===== src/rtl/lockstep_cmp_pkg.sv =====
package lockstep_cmp_pkg;
  // strobes from the control module to the datapath
  typedef struct packed {
    logic cmpEn;
  } strobe_t;
endpackage


===== src/rtl/ls_delay.sv =====
module ls_delay #(
  parameter int W     = 8,
  parameter int DEPTH = 3
) (
  input  logic         clk,
  input  logic         rstN,
  input  logic [W-1:0] d,
  output logic [W-1:0] q
);
  logic [W-1:0] stg [DEPTH];
  logic pastValid;

  for (genvar i = 0; i < DEPTH; i++) begin : g_stage
    if (i == 0) begin : g_head
      always_ff @(posedge clk or negedge rstN) begin
        if (!rstN) stg[0] <= '0;
        else       stg[0] <= d;
      end
    end else begin : g_tail
      always_ff @(posedge clk or negedge rstN) begin
        if (!rstN) stg[i] <= '0;
        else       stg[i] <= stg[i-1];
      end

      shift_order_chk: assert property (@(posedge clk) disable iff (!rstN)
        pastValid |-> stg[i] == $past(stg[i-1]));
    end
  end

  always_ff @(posedge clk or negedge rstN) begin
    if (!rstN) pastValid <= 1'b0;
    else       pastValid <= 1'b1;
  end

  assign q = stg[DEPTH-1];
endmodule


===== src/rtl/ls_ctrl.sv =====
module ls_ctrl
  import lockstep_cmp_pkg::*;
#(
  parameter int OFFSET = 3
) (
  input  logic    clk,
  input  logic    rstN,
  input  logic    diffAny,
  output strobe_t strobe,
  output logic    alertQ
);
  localparam int CW = $clog2(OFFSET + 1);
  localparam logic [CW-1:0] CntTop  = CW'(OFFSET);
  localparam logic [CW-1:0] CntLast = CW'(OFFSET - 1);

  logic [CW-1:0] fillCnt;
  logic          cmpEnQ;

  always_ff @(posedge clk or negedge rstN) begin
    if (!rstN) begin
      fillCnt <= '0;
      cmpEnQ  <= 1'b0;
    end else begin
      if (fillCnt != CntTop) fillCnt <= fillCnt + CW'(1);
      if (fillCnt == CntLast) cmpEnQ <= 1'b1;
    end
  end

  always_ff @(posedge clk or negedge rstN) begin
    if (!rstN)                alertQ <= 1'b0;
    else if (cmpEnQ && diffAny) alertQ <= 1'b1;
  end

  assign strobe.cmpEn = cmpEnQ;


  fill_bound_chk: assert property (@(posedge clk) disable iff (!rstN)
    fillCnt <= CntTop);

  arm_point_chk: assert property (@(posedge clk) disable iff (!rstN)
    $rose(cmpEnQ) |-> fillCnt == CntTop);

  arm_hold_chk: assert property (@(posedge clk) disable iff (!rstN)
    cmpEnQ |=> cmpEnQ);

  quiet_warmup_chk: assert property (@(posedge clk) disable iff (!rstN)
    (!cmpEnQ && !alertQ) |=> !alertQ);

  mismatch_alert_chk: assert property (@(posedge clk) disable iff (!rstN)
    (cmpEnQ && diffAny) |=> alertQ);

  alert_sticky_chk: assert property (@(posedge clk) disable iff (!rstN)
    alertQ |=> alertQ);
endmodule


===== src/rtl/ls_data.sv =====
module ls_data
  import lockstep_cmp_pkg::*;
#(
  parameter int IN_W   = 8,
  parameter int OUT_W  = 12,
  parameter int OFFSET = 3,
  parameter logic [OUT_W-1:0] CMP_MASK = '1
) (
  input  logic             clk,
  input  logic             rstN,
  input  strobe_t          strobe,
  input  logic [IN_W-1:0]  sysIn,
  input  logic [OUT_W-1:0] mainOut,
  input  logic [OUT_W-1:0] shadowOut,
  output logic [IN_W-1:0]  shadowIn,
  output logic             diffAny
);
  logic [OUT_W-1:0] mainDly;
  logic [OUT_W-1:0] diffBits;

  ls_delay #(.W(IN_W), .DEPTH(OFFSET)) u_inDly (
    .clk(clk), .rstN(rstN), .d(sysIn), .q(shadowIn)
  );

  ls_delay #(.W(OUT_W), .DEPTH(OFFSET)) u_outDly (
    .clk(clk), .rstN(rstN), .d(mainOut), .q(mainDly)
  );

  for (genvar b = 0; b < OUT_W; b++) begin : g_cmp
    if (CMP_MASK[b]) begin : g_on
      assign diffBits[b] = mainDly[b] ^ shadowOut[b];
    end else begin : g_off
      assign diffBits[b] = 1'b0;
    end
  end

  assign diffAny = |diffBits;


  masked_quiet_chk: assert property (@(posedge clk) disable iff (!rstN)
    ((mainDly ^ shadowOut) & CMP_MASK) == '0 |-> !diffAny);

  logic unusedStrobe;
  assign unusedStrobe = strobe.cmpEn;
endmodule


===== src/rtl/lockstep_cmp.sv =====
module lockstep_cmp
  import lockstep_cmp_pkg::*;
#(
  parameter int IN_W   = 8,
  parameter int OUT_W  = 12,
  parameter int CFG_W  = 8,
  parameter int OFFSET = 3,
  parameter logic [OUT_W-1:0] CMP_MASK = {2'b00, {(OUT_W-2){1'b1}}}
) (
  input  logic             clk,
  input  logic             rstN,
  input  logic [IN_W-1:0]  sysIn,
  input  logic [CFG_W-1:0] cfgIn,
  input  logic [OUT_W-1:0] mainOut,
  input  logic [OUT_W-1:0] shadowOut,
  output logic [IN_W-1:0]  shadowIn,
  output logic [CFG_W-1:0] shadowCfg,
  output logic             alertMajor
);
  strobe_t strobe;
  logic    diffAny;

  ls_ctrl #(.OFFSET(OFFSET)) u_ctrl (
    .clk(clk), .rstN(rstN), .diffAny(diffAny), .strobe(strobe), .alertQ(alertMajor)
  );

  ls_data #(.IN_W(IN_W), .OUT_W(OUT_W), .OFFSET(OFFSET), .CMP_MASK(CMP_MASK)) u_data (
    .clk(clk), .rstN(rstN), .strobe(strobe), .sysIn(sysIn), .mainOut(mainOut),
    .shadowOut(shadowOut), .shadowIn(shadowIn), .diffAny(diffAny)
  );

  // configuration is static and left unprotected
  assign shadowCfg = cfgIn;


  reset_clear_chk: assert property (@(posedge clk) !rstN |-> !alertMajor);
endmodule


===== config.mk =====
export PLATFORM = sky130hd
export DESIGN_NAME = lockstep_cmp
export DESIGN_NICKNAME = d
export VERILOG_FILES = /design/src/rtl/lockstep_cmp_pkg.sv /design/src/rtl/ls_delay.sv /design/src/rtl/ls_ctrl.sv /design/src/rtl/ls_data.sv /design/src/rtl/lockstep_cmp.sv
export SDC_FILE = /design/constraint.sdc
export NUM_CORES = 1
export LEC_CHECK = 0
export ABC_AREA = 1
export BUFFER_PORTS_ARGS = -buffer_cell sky130_fd_sc_hd__buf_4
export CORE_MARGIN = 5
export CORE_UTILIZATION = 49
export CTS_CLUSTER_SIZE = 8
export DETAILED_ROUTE_END_ITERATION = 10
export PLACE_DENSITY = 0.87
export SLEW_MARGIN = 20
export SYNTH_ARGS = -nofsm -noshare
export SYNTH_HDL_FRONTEND = slang
export SYNTH_SLANG_ARGS = --single-unit

===== constraint.sdc =====
create_clock -name clk -period 1.2 [get_ports clk]
set_clock_uncertainty 0.15 [all_clocks]
set_input_delay 0.24 -clock clk [delete_from_list [all_inputs] [get_ports clk]]
set_output_delay 0.24 -clock clk [all_outputs]
set_load 0.02 [all_outputs]

After elaboration in Yosys (flattened, before gate mapping)
Cells that the tools add are included.
Widths: inputs -> output; s select.
Operators by class
  add/subtract/negate cells: 1
  eq/ne operators: 2
  bitwise gates (word level): 10
  reductions and logical operators: 2
Operator list (count)
  $reduce_or 10->1: 1
  $xor 1x1->1: 10
  $add 2x1->2 const B: 1
  $eq 2x2->1 const B: 1
  $ne 2x2->1 const B: 1
  $logic_and 1x1->1: 1
Storage, ports and cells
  flip-flop bits (word level): 58
  bits of input ports: 42
  output and inout bits: 17
  logic and storage cells: 24

Logic depth before layout (Yosys ltp)
Gate-level depths: netlist of run 1.
  word-level depth: 3
  depth in mapped cells: 7
  gate-level depth less buffers: 7

Cells and area by module
From an unflattened synthesis of run 1, not the netlist that was laid out.
Second synthesis, totals
  cells, all modules: 146
  area total of the unflattened synthesis: 2063.2 um^2
Modules (own cells, without submodules)
  ls_delay (u_data.u_outDly): instances 1, cells an instance 48, area an instance 991.0 um^2, seq. area each 900.9 um^2
  ls_delay (u_data.u_inDly): instances 1, cells an instance 32, area an instance 660.6 um^2, seq. area each 600.6 um^2
  ls_data: instances 1, cells an instance 41, area an instance 181.4 um^2, seq. area each 0.0 um^2
  ls_ctrl: instances 1, cells an instance 17, area an instance 170.2 um^2, seq. area each 100.1 um^2
  lockstep_cmp: instances 1, cells an instance 8, area an instance 60.1 um^2, seq. area each 0.0 um^2

Least setup slack after synthesis of run 1
No wires, ideal clock.
  kind: reg-to-reg
  from: register u_ctrl.fillCnt[0]
  to: register u_ctrl.cmpEnQ, in the netlist u_ctrl.strobe
  setup time: 0.127 ns
  arrival: 0.828 ns
  data required time: 0.923 ns
  slack: 0.094 ns
  cell stages (with the launch flop): 4
  cells stage by stage: dfrtp_1 -> inv_1 -> ha_1 -> or2_2
On the way
  word-level cells in the longest chain between the ends: 1
Ends and longest elaborated chain
  start, declared: line ls_ctrl.sv:16  | logic [CW-1:0] fillCnt;
  start signal, assigned: line ls_ctrl.sv:24  | if (fillCnt != CntTop) fillCnt <= fillCnt + CW'(1);
  $eq 2x2->1: line ls_ctrl.sv:25  | if (fillCnt == CntLast) cmpEnQ <= 1'b1;
  end signal, assigned: line ls_ctrl.sv:22  | cmpEnQ <= 1'b0;
  end signal, assigned: line ls_ctrl.sv:25
  end, declared: line ls_ctrl.sv:17  | logic cmpEnQ;
No other way between the ends.
A chain may end at the register's enable or synchronous reset.

Final worst setup path of run 1
  from: register u_ctrl.alertQ
  to: output port alertMajor
RTL lines
  start, declared: line ls_ctrl.sv:10  | output logic alertQ
  start signal, assigned: line ls_ctrl.sv:30  | if (!rstN) alertQ <= 1'b0;
  start signal, assigned: line ls_ctrl.sv:31  | else if (cmpEnQ && diffAny) alertQ <= 1'b1;
  end, declared: line lockstep_cmp.sv:18  | output logic alertMajor
No word-level cell between the ends.

==> results of run 1 <==
logic make-up (layout without fill, tap and decap cells):
| kind of cell | count (synthesis) | count (layout) | synth area share (%) |
|---|---|---|---|
| buffers and inverters | 31 | 90 | 9.69 |
| AOI/OAI and AO/OA | 3 | 3 | 0.962 |
| DFF | 58 | 58 | 79.7 |
| xor gates and xnor gates | 3 | 3 | 1.44 |
| adders and majority gates | 2 | 2 | 1.37 |
| and+or+nand+nor | 32 | 32 | 6.80 |
per-layer routing:
layer / wire length, µm / vias up / global-route usage, %
li1: - / 473 / -
met2: 1560 / 42 / 21.6
met1: 1100 / 485 / 14.7
met3: 185 / 12 / 5.26
met4: 91 / 0 / 10.2
met5: 0 / - / 0
worst min path at each step:
stage | endpoint | startpoint | slack, ns
final | u_data.u_outDly.stg[19]$_DFF_PN0_ | u_data.u_outDly.stg[31]$_DFF_PN0_ | 0.20
after global routing | u_data.u_inDly.q[7]$_DFF_PN0_ | u_data.u_inDly.stg[15]$_DFF_PN0_ | 0.21
after CTS | u_data.u_outDly.stg[19]$_DFF_PN0_ | u_data.u_outDly.stg[31]$_DFF_PN0_ | 0.20
after detailed placement | u_data.u_inDly.stg[9]$_DFF_PN0_ | rstN | -0.02
after global placement | u_data.u_inDly.stg[19]$_DFF_PN0_ | rstN | -0.03
after floorplan | u_ctrl.alertQ$_DFFE_PN0P_ | rstN | -0.21
sequential cells by signal, summed over array words and instances, names as in the netlist:
signal and count:
u_data.u_outDly.q 10, u_data.u_inDly.stg 16, u_ctrl.alertQ 1, u_ctrl.fillCnt 2, u_data.u_outDly.stg 20, u_ctrl.strobe 1, u_data.u_inDly.q 8
power by group:
group	switching, W	internal (W)
Combinational	0.000109	0.000152
Sequential	0.0000333	0.00205
Clock	0.000637	0.000796
layout make-up:
type / count / area share (%)
flip-flops and latches: 58 / 58.9
repair buffers: 59 / 21.8
multi-input cells: 40 / 7.92
clock buffers: 13 / 6.04
well taps: 48 / 2.44
inverters: 15 / 2.29
clock inverters: 3 / 0.609
cells in the final DEF, fill, tap and decap left out, drive strengths merged:
cell         Yosys  layout
ha               2       2
nand3            1       1
inv             15      15
dlygate4sd3      0      19
o21ai            2       2
buf             16      40
xnor2            1       1
clkbuf           0      13
o21bai           1       1
xor2             2       2
nor2            11      11
dfrtp           58      58
nand2           19      19
or2              1       1
clkinv           0       3
metrics by stage:
stage / instance area [µm²] / setup WS (ns) / cells / setup TNS (ns) / power [W]
CTS: 2460 / -0.0416 / 236 / -0.191 / 0.00382
global placement: 2070 / 0.0721 / 201 / 0 / 0.00230
global route: 2460 / -0.0628 / 236 / -0.467 / 0.00397
floorplan: 1820 / 0.0943 / 129 / 0 / 0.00222
finish: 2460 / -0.0266 / 236 / -0.0430 / 0.00378
detailed placement: 2070 / 0.0195 / 201 / 0 / 0.00232
repair_timing:
action / CTS / global route
resized for setup: 10 / 2
hold buffers: 19 / 0
hold endpoints to repair: 76 / 0
setup endpoints to repair: 10 / 11
pin swaps: 0 / 1
==> summary.txt, run 1 <==
Status
  – Outcome: complete, but fails checks
  – Failing checks: setup timing

Logic synthesis
  – Yosys reg bits: 58
  – Sequential area share after synthesis: 79.7%
  – Distinct cells, synth: 12
  – Synth area leaders: dfrtp_1, buf_4, nand2_1, inv_1, nor2_1
  – Syn_nets: 173
  – Area leader, netlist: dfrtp_1
  – Mapped Cells: 129
  – Synthesized cell area: 1820 µm²
  – Top FF cell, synth: dfrtp_1
  – Post-synth EDFFs: 0
  – Synth Warn #: 0
  – Top cell type's share of synthesized area: 79.7%
  – Post-synth ARST share: 100%
  – Syn_area_per_cell: 14.1 µm²
  – Synth top cells by count: dfrtp_1, nand2_1, buf_4, inv_1, nor2_1
  – Most frequent cell after synthesis: dfrtp_1

Worst setup path
  – CP Class: flip-flop to output port
  – Crit path buffers/inverters: 1
  – Crit Path Max Fanout: 2
  – Crit Reg-Reg Endpoint: u_ctrl.strobe$_DFFE_PN0N_
  – Critical Path Stages: 1
  – Worst Reg2Reg Path Length in Cells: 3
  – Worst Setup SP: u_ctrl.alertQ$_DFFE_PN0P_
  – Worst-path cell chain: buf_6
  – Worst EP required: 0.81 ns
  – Worst EP arrival: 0.84 ns
  – CP Capture Point: alertMajor
  – Crit path max-delay cell type: dfrtp_1
  – Slack of the worst reg-to-reg path: 0.02 ns
  – Top delay family on crit path: flip-flops
  – Reg2Reg Launch Point: u_ctrl.fillCnt[0]$_DFFE_PN0P_
  – Largest stage delay, worst path: 0.39 ns
  – Crit start category: flip-flop
  – Critical path endpoint category: output port

Flow run
  – # Max-Cap Violations: 0

Global routing
  – All-Layer GR Usage: 13.6%
  – Overflow after GRT: 0
  – Initial antenna violation count: 0
  – Largest net degree at the start of global routing: 26
  – Global-route wire length before repair: 4970 µm
  – Vias in the first global route: 1131

STA
  – Setup Viol. Count Final: 5
  – Tcrit/Tclk final: 102%
  – Final Max Tran Viols: 0
  – Max Freq: 815 MHz
  – Slew @ Worst Pin: 0.259 ns
  – Relative slew slack: 82.7%
  – Crit path time final: 1.23 ns
  – Hold slack: 0.197 ns
  – Hold Fails Final Rpt: 0
  – RSZ-0062 raised after global routing: true
  – Final worst slack: -0.0266 ns

Placement
  – Hpwl dp: 1880 µm
  – Routability congestion estimate: 0.694
  – # port buffers: 38

Layout
  – Count of antenna diodes in the layout: 0
  – Fillcell total: 243
  – Finished Core Util: 67.8%
  – Register Area: 1450 µm²
  – Area Overhead vs Synth: 35.3%
  – Share of post-route cells with drive strength above 1: 29.3%
  – Footprint of the multi-input gates: 195 µm²
  – Layout Nets: 227

Die
  – Die area: 5030 µm²
  – Die H: 71.0 µm
  – # rows: 22
  – I/O pin count: 59
  – Core Region: 3630 µm²
  – Die width: 71.0 µm
  – Starting Density: 50.1%

Detailed routing
  – Total Wirelength: 2940 µm
  – DR DRC count: 0
  – Via count: 1012
  – Detailed router's first-iteration violation count: 39
  – Via/cell ratio: 4.29
  – WL per Instance: 12.5 µm
  – First-pass DRT Iterations: 4
  – DRT antenna net count: 0

CTS
  – Worst-case clock buffer depth: 2
  – CTS buffer count: 9
  – Reg clk slew, reported paths: 0.06 ns
  – Number of H-tree levels: 3
  – TritonCTS clock tree: yes
  – Clock root cell: clkbuf_8
  – Setup bufs post-CTS: 0
  – Sink Count: 58
  – Worst-Skew Late Latency: 0.31 ns

Power and ir drop
  – Power per cell area: 1530 nW/µm²
  – Peak supply drop: 0.978 mV
  – Leak: 1.24 nW

Min path
  – HP Class: flip-flop to flip-flop
  – Hold Path Cell Cnt: 0
(Power assumes the default switching activity.)
==> run 2, diff against run 1 <==
Settings changed: BUFFER_PORTS_ARGS -buffer_cell sky130_fd_sc_hd__buf_4 to not set, CORE_UTILIZATION 49 to 60, DONT_BUFFER_PORTS set to 1, PLACE_DENSITY 0.87 to 0.85, REMOVE_ABC_BUFFERS set to 1.
==> run 2 against run 1 <==
The flow finishes with violations (hold timing, setup timing). Sequential cell count unchanged. Register-to-register slack worse by 0.02 ns. Core utilization up 2.9 points. Die area down 16%. Hold slack worse by 0.79 ns. Non-clock buffer count down 40. Cell count down 23%. Combinational power down 65%. Global-route usage up 1.9 points. Setup slack better by 0.011 ns. Largest cell class unchanged. Highest routed layer unchanged.
==> summary.txt, run 2 (synthesis results as in run 1) <==
Status
  – Outcome: complete, but fails checks
  – Failing checks: hold timing, setup timing

Global routing
  – Largest net degree at the start of global routing: 59 (+130%)
  – Initial antenna violation count: 0 (unchanged)
  – Vias in the first global route: 1003 (-11%)
  – All-Layer GR Usage: 15.5% (+1.9 points)
  – Global-route wire length before repair: 4570 µm (-8.0%)
  – Overflow after GRT: 0 (unchanged)

STA
  – Slew @ Worst Pin: 0.194 ns (-0.0652 ns)
  – Relative slew slack: 87.1% (+4.3 points)
  – Final Max Tran Viols: 0 (unchanged)
  – Crit path time final: 1.22 ns (-0.0111 ns)
  – RSZ-0062 raised after global routing: true
  – Hold Fails Final Rpt: 58 (+58)
  – Max Freq: 823 MHz (+0.91%)
  – Hold slack: -0.589 ns (-0.785 ns)
  – Setup Viol. Count Final: 9 (+4)
  – Final worst slack: -0.0155 ns (+0.0111 ns)
  – Tcrit/Tclk final: 101% (-0.92 points)

Detailed routing
  – First-pass DRT Iterations: 4 (unchanged)
  – DRT antenna net count: 0 (unchanged)
  – WL per Instance: 15.2 µm (+22%)
  – Detailed router's first-iteration violation count: 29 (-26%)
  – Total Wirelength: 2760 µm (-6.3%)
  – Via/cell ratio: 4.85 (+13%)
  – DR DRC count: 0 (unchanged)
  – Via count: 878 (-13%)

Die
  – I/O pin count: 59 (unchanged)
  – Die area: 4240 µm² (-16%)
  – # rows: 20 (-9.1%)
  – Core Region: 2980 µm² (-18%)
  – Die width: 65.1 µm (-8.3%)
  – Starting Density: 61.1% (+11 points)
  – Die H: 65.1 µm (-8.3%)

Power and ir drop
  – Sequential share of power: 56.2% (+1.1 points)
  – Leak: 1.02 nW (-18%)
  – Switching part of the total: 19.6% (-1.1 points)
  – P_sw: 0.000732 W (-6.2%)
  – Clk network pwr share: 41.4% (+3.5 points)
  – Internal power: 0.00300 W (+0.18%)
  – Comb power frac: 2.5% (-4.4 points)
  – Peak supply drop: 1.05 mV (+7.5%)
  – Power per cell area: 1770 nW/µm² (+16%)

Layout
  – Layout Nets: 187 (-18%)
  – Share of post-route cells with drive strength above 1: 18.2% (-11 points)
  – Commonest non-fill, non-tap cell in the layout: dfrtp_1
  – Count of antenna diodes in the layout: 0 (unchanged)
  – Largest register FFs: 20 (unchanged)
  – Finished Core Util: 70.7% (+2.9 points)
  – Footprint of the multi-input gates: 195 µm² (unchanged)
  – Area Overhead vs Synth: 15.6%
  – Fillcell total: 206 (-15%)
  – Final Instance Count excl. Fillers: 181 (-23%)
  – Register Area: 1460 µm² (+0.69%)
  – Most frequent cells in the layout: dfrtp_1, nand2_1, dlygate4sd3_1
  – Largest reg by FF count: u_data.u_outDly.stg

CTS
  – Hold buffer count at CTS: 18 (-1)
  – TritonCTS clock tree: yes
  – Worst-case clock buffer depth: 2 (unchanged)
  – Number of H-tree levels: 3 (unchanged)
  – Sink Count: 58 (unchanged)
  – Reg clk slew, reported paths: 0.10 ns (+0.04 ns)
  – Worst-Skew Late Latency: 0.36 ns (+0.05 ns)
  – CTS buffer count: 9 (unchanged)
  – Clock root cell: clkbuf_4

Min path
  – HP Class: input port to async pin

Flow run
  – # Max-Cap Violations: 0 (unchanged)

Worst setup path
  – Crit Path Max Fanout: 1 (-1)
  – Worst EP required: 0.81 ns (about the same)
  – Critical path endpoint category: output port
  – Worst EP arrival: 0.83 ns (about the same)
  – CP Class: flip-flop to output port
  – Crit start category: flip-flop

Placement
  – Hpwl dp: 1720 µm (-8.5%)
  – # port buffers: 0 (-100%)
  – # placed instances: 146 (-27%)
  – Routability congestion estimate: 0.627 (-9.7%)
## run 2: cell types whose count changed in the layout (fill, tap and decap cells not counted), sizes merged
cell	previous run	this run
dlygate4sd3	19	18
clkinvlp	0	1
bufinv	0	2
clkbuf	13	11
clkinv	3	2
buf	40	1
## run 2: metal layers
metal | wire length [µm] | up-vias | GRT usage, %
met3 | 237 | 8 | 7.80
met5 | 0 | - | 0
met4 | 70 | 0 | 8.29
met1 | 963 | 426 | 15.6
met2 | 1490 | 46 | 26.2
li1 | - | 398 | -
## run 2: what timing repair did
action,4_1_cts,5_1_grt
setup endpoints to repair,11,12
endpoints found under the hold margin,76,58
pin swaps,0,3
resized for setup,8,3
buffers inserted,1,0
## run 2: path summary, 6_finish.rpt
check	from	to	slack (ns)	cells after the start
setup / recovery	u_data.u_inDly.q[3]$_DFF_PN0_	shadowIn[3]	-0.02	0
hold / removal	rstN	u_data.u_outDly.stg[33]$_DFF_PN0_	-0.59	0
setup reg to reg	u_data.u_outDly.q[5]$_DFF_PN0_	u_ctrl.alertQ$_DFFE_PN0P_	0	7
hold reg to reg	u_data.u_outDly.stg[25]$_DFF_PN0_	u_data.u_outDly.stg[13]$_DFF_PN0_	0.20	0
max in group asynchronous	rstN	u_data.u_inDly.q[4]$_DFF_PN0_	1.39	0
min in group clk	shadowOut[8]	u_ctrl.alertQ$_DFFE_PN0P_	0.08	6
## run 2: area by class of cell
class / count / share of cell area (%)
multi-input combinational: 40 / 9.27
tap: 33 / 1.96
sequential: 58 / 69.4
clock buffer: 11 / 4.04
timing repair buffer: 19 / 8.92
clock inverter: 5 / 3.69
inverter: 15 / 2.68
## run 2: power by group through the flow
stage               sequential, W  combinational, W  clock, W
floorplan                 0.00212         0.0000364         0
global placement          0.00213         0.0000388         0
detailed placement        0.00214         0.0000449         0
CTS                       0.00210         0.0000919   0.00157
global route              0.00211          0.000103   0.00170
finish                    0.00210         0.0000917   0.00155
## run 2: through the flow
step	setup TNS, ns	hold WS, ns	total power, W	setup WS (ns)	cell area (µm²)
finish	-0.0856	-0.589	0.00373	-0.0155	2100
CTS	-0.335	-0.616	0.00375	-0.0441	2100
floorplan	0	-0.206	0.00216	0.0943	1700
global placement	0	-0.204	0.00217	0.0790	1740
global route	-0.689	-0.650	0.00392	-0.104	2100
detailed placement	0	-0.205	0.00218	0.00472	1740
==> run 3, diff against run 2 <==
Settings changed: SETUP_SLACK_MARGIN set to 0.02.
==> run 3 against run 2 <==
The run still ends with hold timing, setup timing left. Sequential cell count unchanged. Non-clock buffer count stayed put. Count of clock-buffer cells in the layout unchanged. Total power is essentially flat. Die area stayed put. Clock power about the same. Core utilization rose by 0.21 points. Via count down 1.0%. Hold slack got worse by 0.0021 ns. First-iteration DRC count rose by 10%. Combinational power about the same. Critical path type unchanged. Largest cell class unchanged. Largest power group unchanged. Highest routed layer unchanged.
==> summary.txt, run 3 (synthesis results as in run 1) <==
Status
  – Outcome: complete, but fails checks
  – Failing checks: hold timing, setup timing

Detailed routing
  – DRT antenna net count: 0 (unchanged)
  – First-pass DRT Iterations: 4 (unchanged)
  – Via count: 869 (-1.0%)
  – Total Wirelength: 2780 µm (+0.83%)
  – Detailed router's first-iteration violation count: 32 (+10%)
  – WL per Instance: 15.4 µm (+0.83%)
  – Via/cell ratio: 4.80 (-1.0%)
  – DR DRC count: 0 (unchanged)

Worst setup path
  – Crit Path Max Fanout: 1 (unchanged)
  – CP Class: flip-flop to output port
  – Crit start category: flip-flop
  – Worst EP arrival: 0.83 ns (about the same)
  – Slack of the worst reg-to-reg path: 0 ns (unchanged)
  – Worst EP required: 0.81 ns (about the same)
  – Critical path endpoint category: output port

Die
  – Starting Density: 61.1% (unchanged)
  – Core Region: 2980 µm² (unchanged)
  – Die width: 65.1 µm (unchanged)
  – # rows: 20 (unchanged)
  – Die H: 65.1 µm (unchanged)
  – Die area: 4240 µm² (unchanged)
  – I/O pin count: 59 (unchanged)

CTS
  – Worst-Skew Late Latency: 0.36 ns (about the same)
  – Worst-case clock buffer depth: 2 (unchanged)
  – Hold buffer count at CTS: 18 (unchanged)
  – Sink Count: 58 (unchanged)
  – CTS buffer count: 9 (unchanged)
  – Number of H-tree levels: 3 (unchanged)
  – TritonCTS clock tree: yes
  – Clock root cell: clkbuf_4
  – Reg clk slew, reported paths: 0.10 ns (about the same)

Placement
  – Routability congestion estimate: 0.627 (unchanged)
  – Pre-CTS setup slack: 0.00472 ns (unchanged)
  – Hpwl dp: 1720 µm (unchanged)
  – # port buffers: 0 (unchanged)
  – # placed instances: 146 (unchanged)

Global routing
  – Overflow after GRT: 0 (unchanged)
  – Global-route wire length before repair: 4660 µm (+2.0%)
  – Largest net degree at the start of global routing: 59 (unchanged)
  – All-Layer GR Usage: 15.8% (+0.30 points)
  – Initial antenna violation count: 0 (unchanged)
  – Vias in the first global route: 994 (-0.90%)

Layout
  – Commonest non-fill, non-tap cell in the layout: dfrtp_1
  – Footprint of the multi-input gates: 201 µm² (+3.2%)
  – Layout Nets: 187 (unchanged)
  – Fillcell total: 203 (-1.5%)
  – Finished Core Util: 70.9% (+0.21 points)
  – Count of antenna diodes in the layout: 0 (unchanged)
  – Register Area: 1460 µm² (unchanged)
  – Area Overhead vs Synth: 15.9%
  – Most frequent cells in the layout: dfrtp_1, nand2_1, dlygate4sd3_1
  – Share of post-route cells with drive strength above 1: 18.9% (+0.68 points)
  – Largest reg by FF count: u_data.u_outDly.stg
  – Final Instance Count excl. Fillers: 181 (unchanged)
  – Largest register FFs: 20 (unchanged)

Min path
  – HP Class: input port to async pin

STA
  – Relative slew slack: 86.4% (-0.62 points)
  – Crit path time final: 1.22 ns (+0.00316 ns)
  – RSZ-0062 raised after global routing: true
  – Final worst slack: -0.0187 ns (-0.00316 ns)
  – Setup Viol. Count Final: 10 (+1)
  – Max Freq: 821 MHz (-0.26%)
  – Tcrit/Tclk final: 102% (+0.26 points)
  – Hold Fails Final Rpt: 58 (unchanged)
  – Slew @ Worst Pin: 0.203 ns (+0.00929 ns)
  – Final Max Tran Viols: 0 (unchanged)
  – Hold slack: -0.591 ns (-0.00209 ns)
  – Setup TNS: -0.110 ns (-0.0248 ns)

Power and ir drop
  – Peak supply drop: 1.05 mV (about the same)
  – Leak: 1.03 nW (+0.19%)
  – Power per cell area: 1770 nW/µm² (-0.22%)

Flow run
  – # Max-Cap Violations: 0 (unchanged)
[run 3: changes by cell type in the layout (fill, tap and decap cells not counted)]
cell,previous run,this run
o21ai_2,0,1
o21ai_1,1,0
or2_2,1,0
or2_4,0,1
[run 3: final timing paths]
kind	startpoint	end	cells after the start
max	u_data.u_inDly.q[3]$_DFF_PN0_	shadowIn[3]	0
min	rstN	u_data.u_outDly.stg[33]$_DFF_PN0_	0
max reg2reg	u_data.u_outDly.q[5]$_DFF_PN0_	u_ctrl.alertQ$_DFFE_PN0P_	7
min reg2reg	u_data.u_outDly.stg[25]$_DFF_PN0_	u_data.u_outDly.stg[13]$_DFF_PN0_	0
max in group asynchronous	rstN	u_data.u_inDly.q[4]$_DFF_PN0_	0
min in group clk	shadowOut[8]	u_ctrl.alertQ$_DFFE_PN0P_	6
[run 3: report_power, final]
part | switching [W] | leakage (nW) | total (W) | internal [W]
registers | 0.0000503 | 0.657 | 0.00210 | 0.00205
clock network | 0.000651 | 0.0860 | 0.00155 | 0.000897
logic | 0.0000338 | 0.283 | 0.0000917 | 0.0000579
[run 3: layout make-up]
type                            count  area share, %
Sequential cell                    58           69.2
Multi-Input combinational cell     40           9.54
Timing Repair Buffer               19           8.89
Clock buffer                       11           4.03
Clock inverter                      5           3.68
Inverter                           15           2.67
Tap cell                           33           1.96
[run 3: stage by stage]
step           instance area, µm²  power [W]  hold slack (ns)
2_1_floorplan                1700    0.00216           -0.206
3_3_place_gp                 1740    0.00217           -0.204
6_report                     2110    0.00374           -0.591
5_1_grt                      2110    0.00392           -0.650
3_5_place_dp                 1740    0.00218           -0.205
4_1_cts                      2100    0.00375           -0.616
[run 3: timing repair]
item,CTS,global route
cloned,0,0
pin swaps,0,3
gates resized for setup,9,4
setup buffers,1,0
endpoints found under the setup margin,12,12
hold endpoints to repair,76,58
[run 3: layer usage]
layer / up-vias / GRT usage [%] / part of all wire, %
li1: 397 / - / -
met1: 426 / 16.4 / 35
met2: 41 / 26.3 / 55
met3: 5 / 7.80 / 8.2
met4: 0 / 8.29 / 1.8
met5: - / 0 / 0
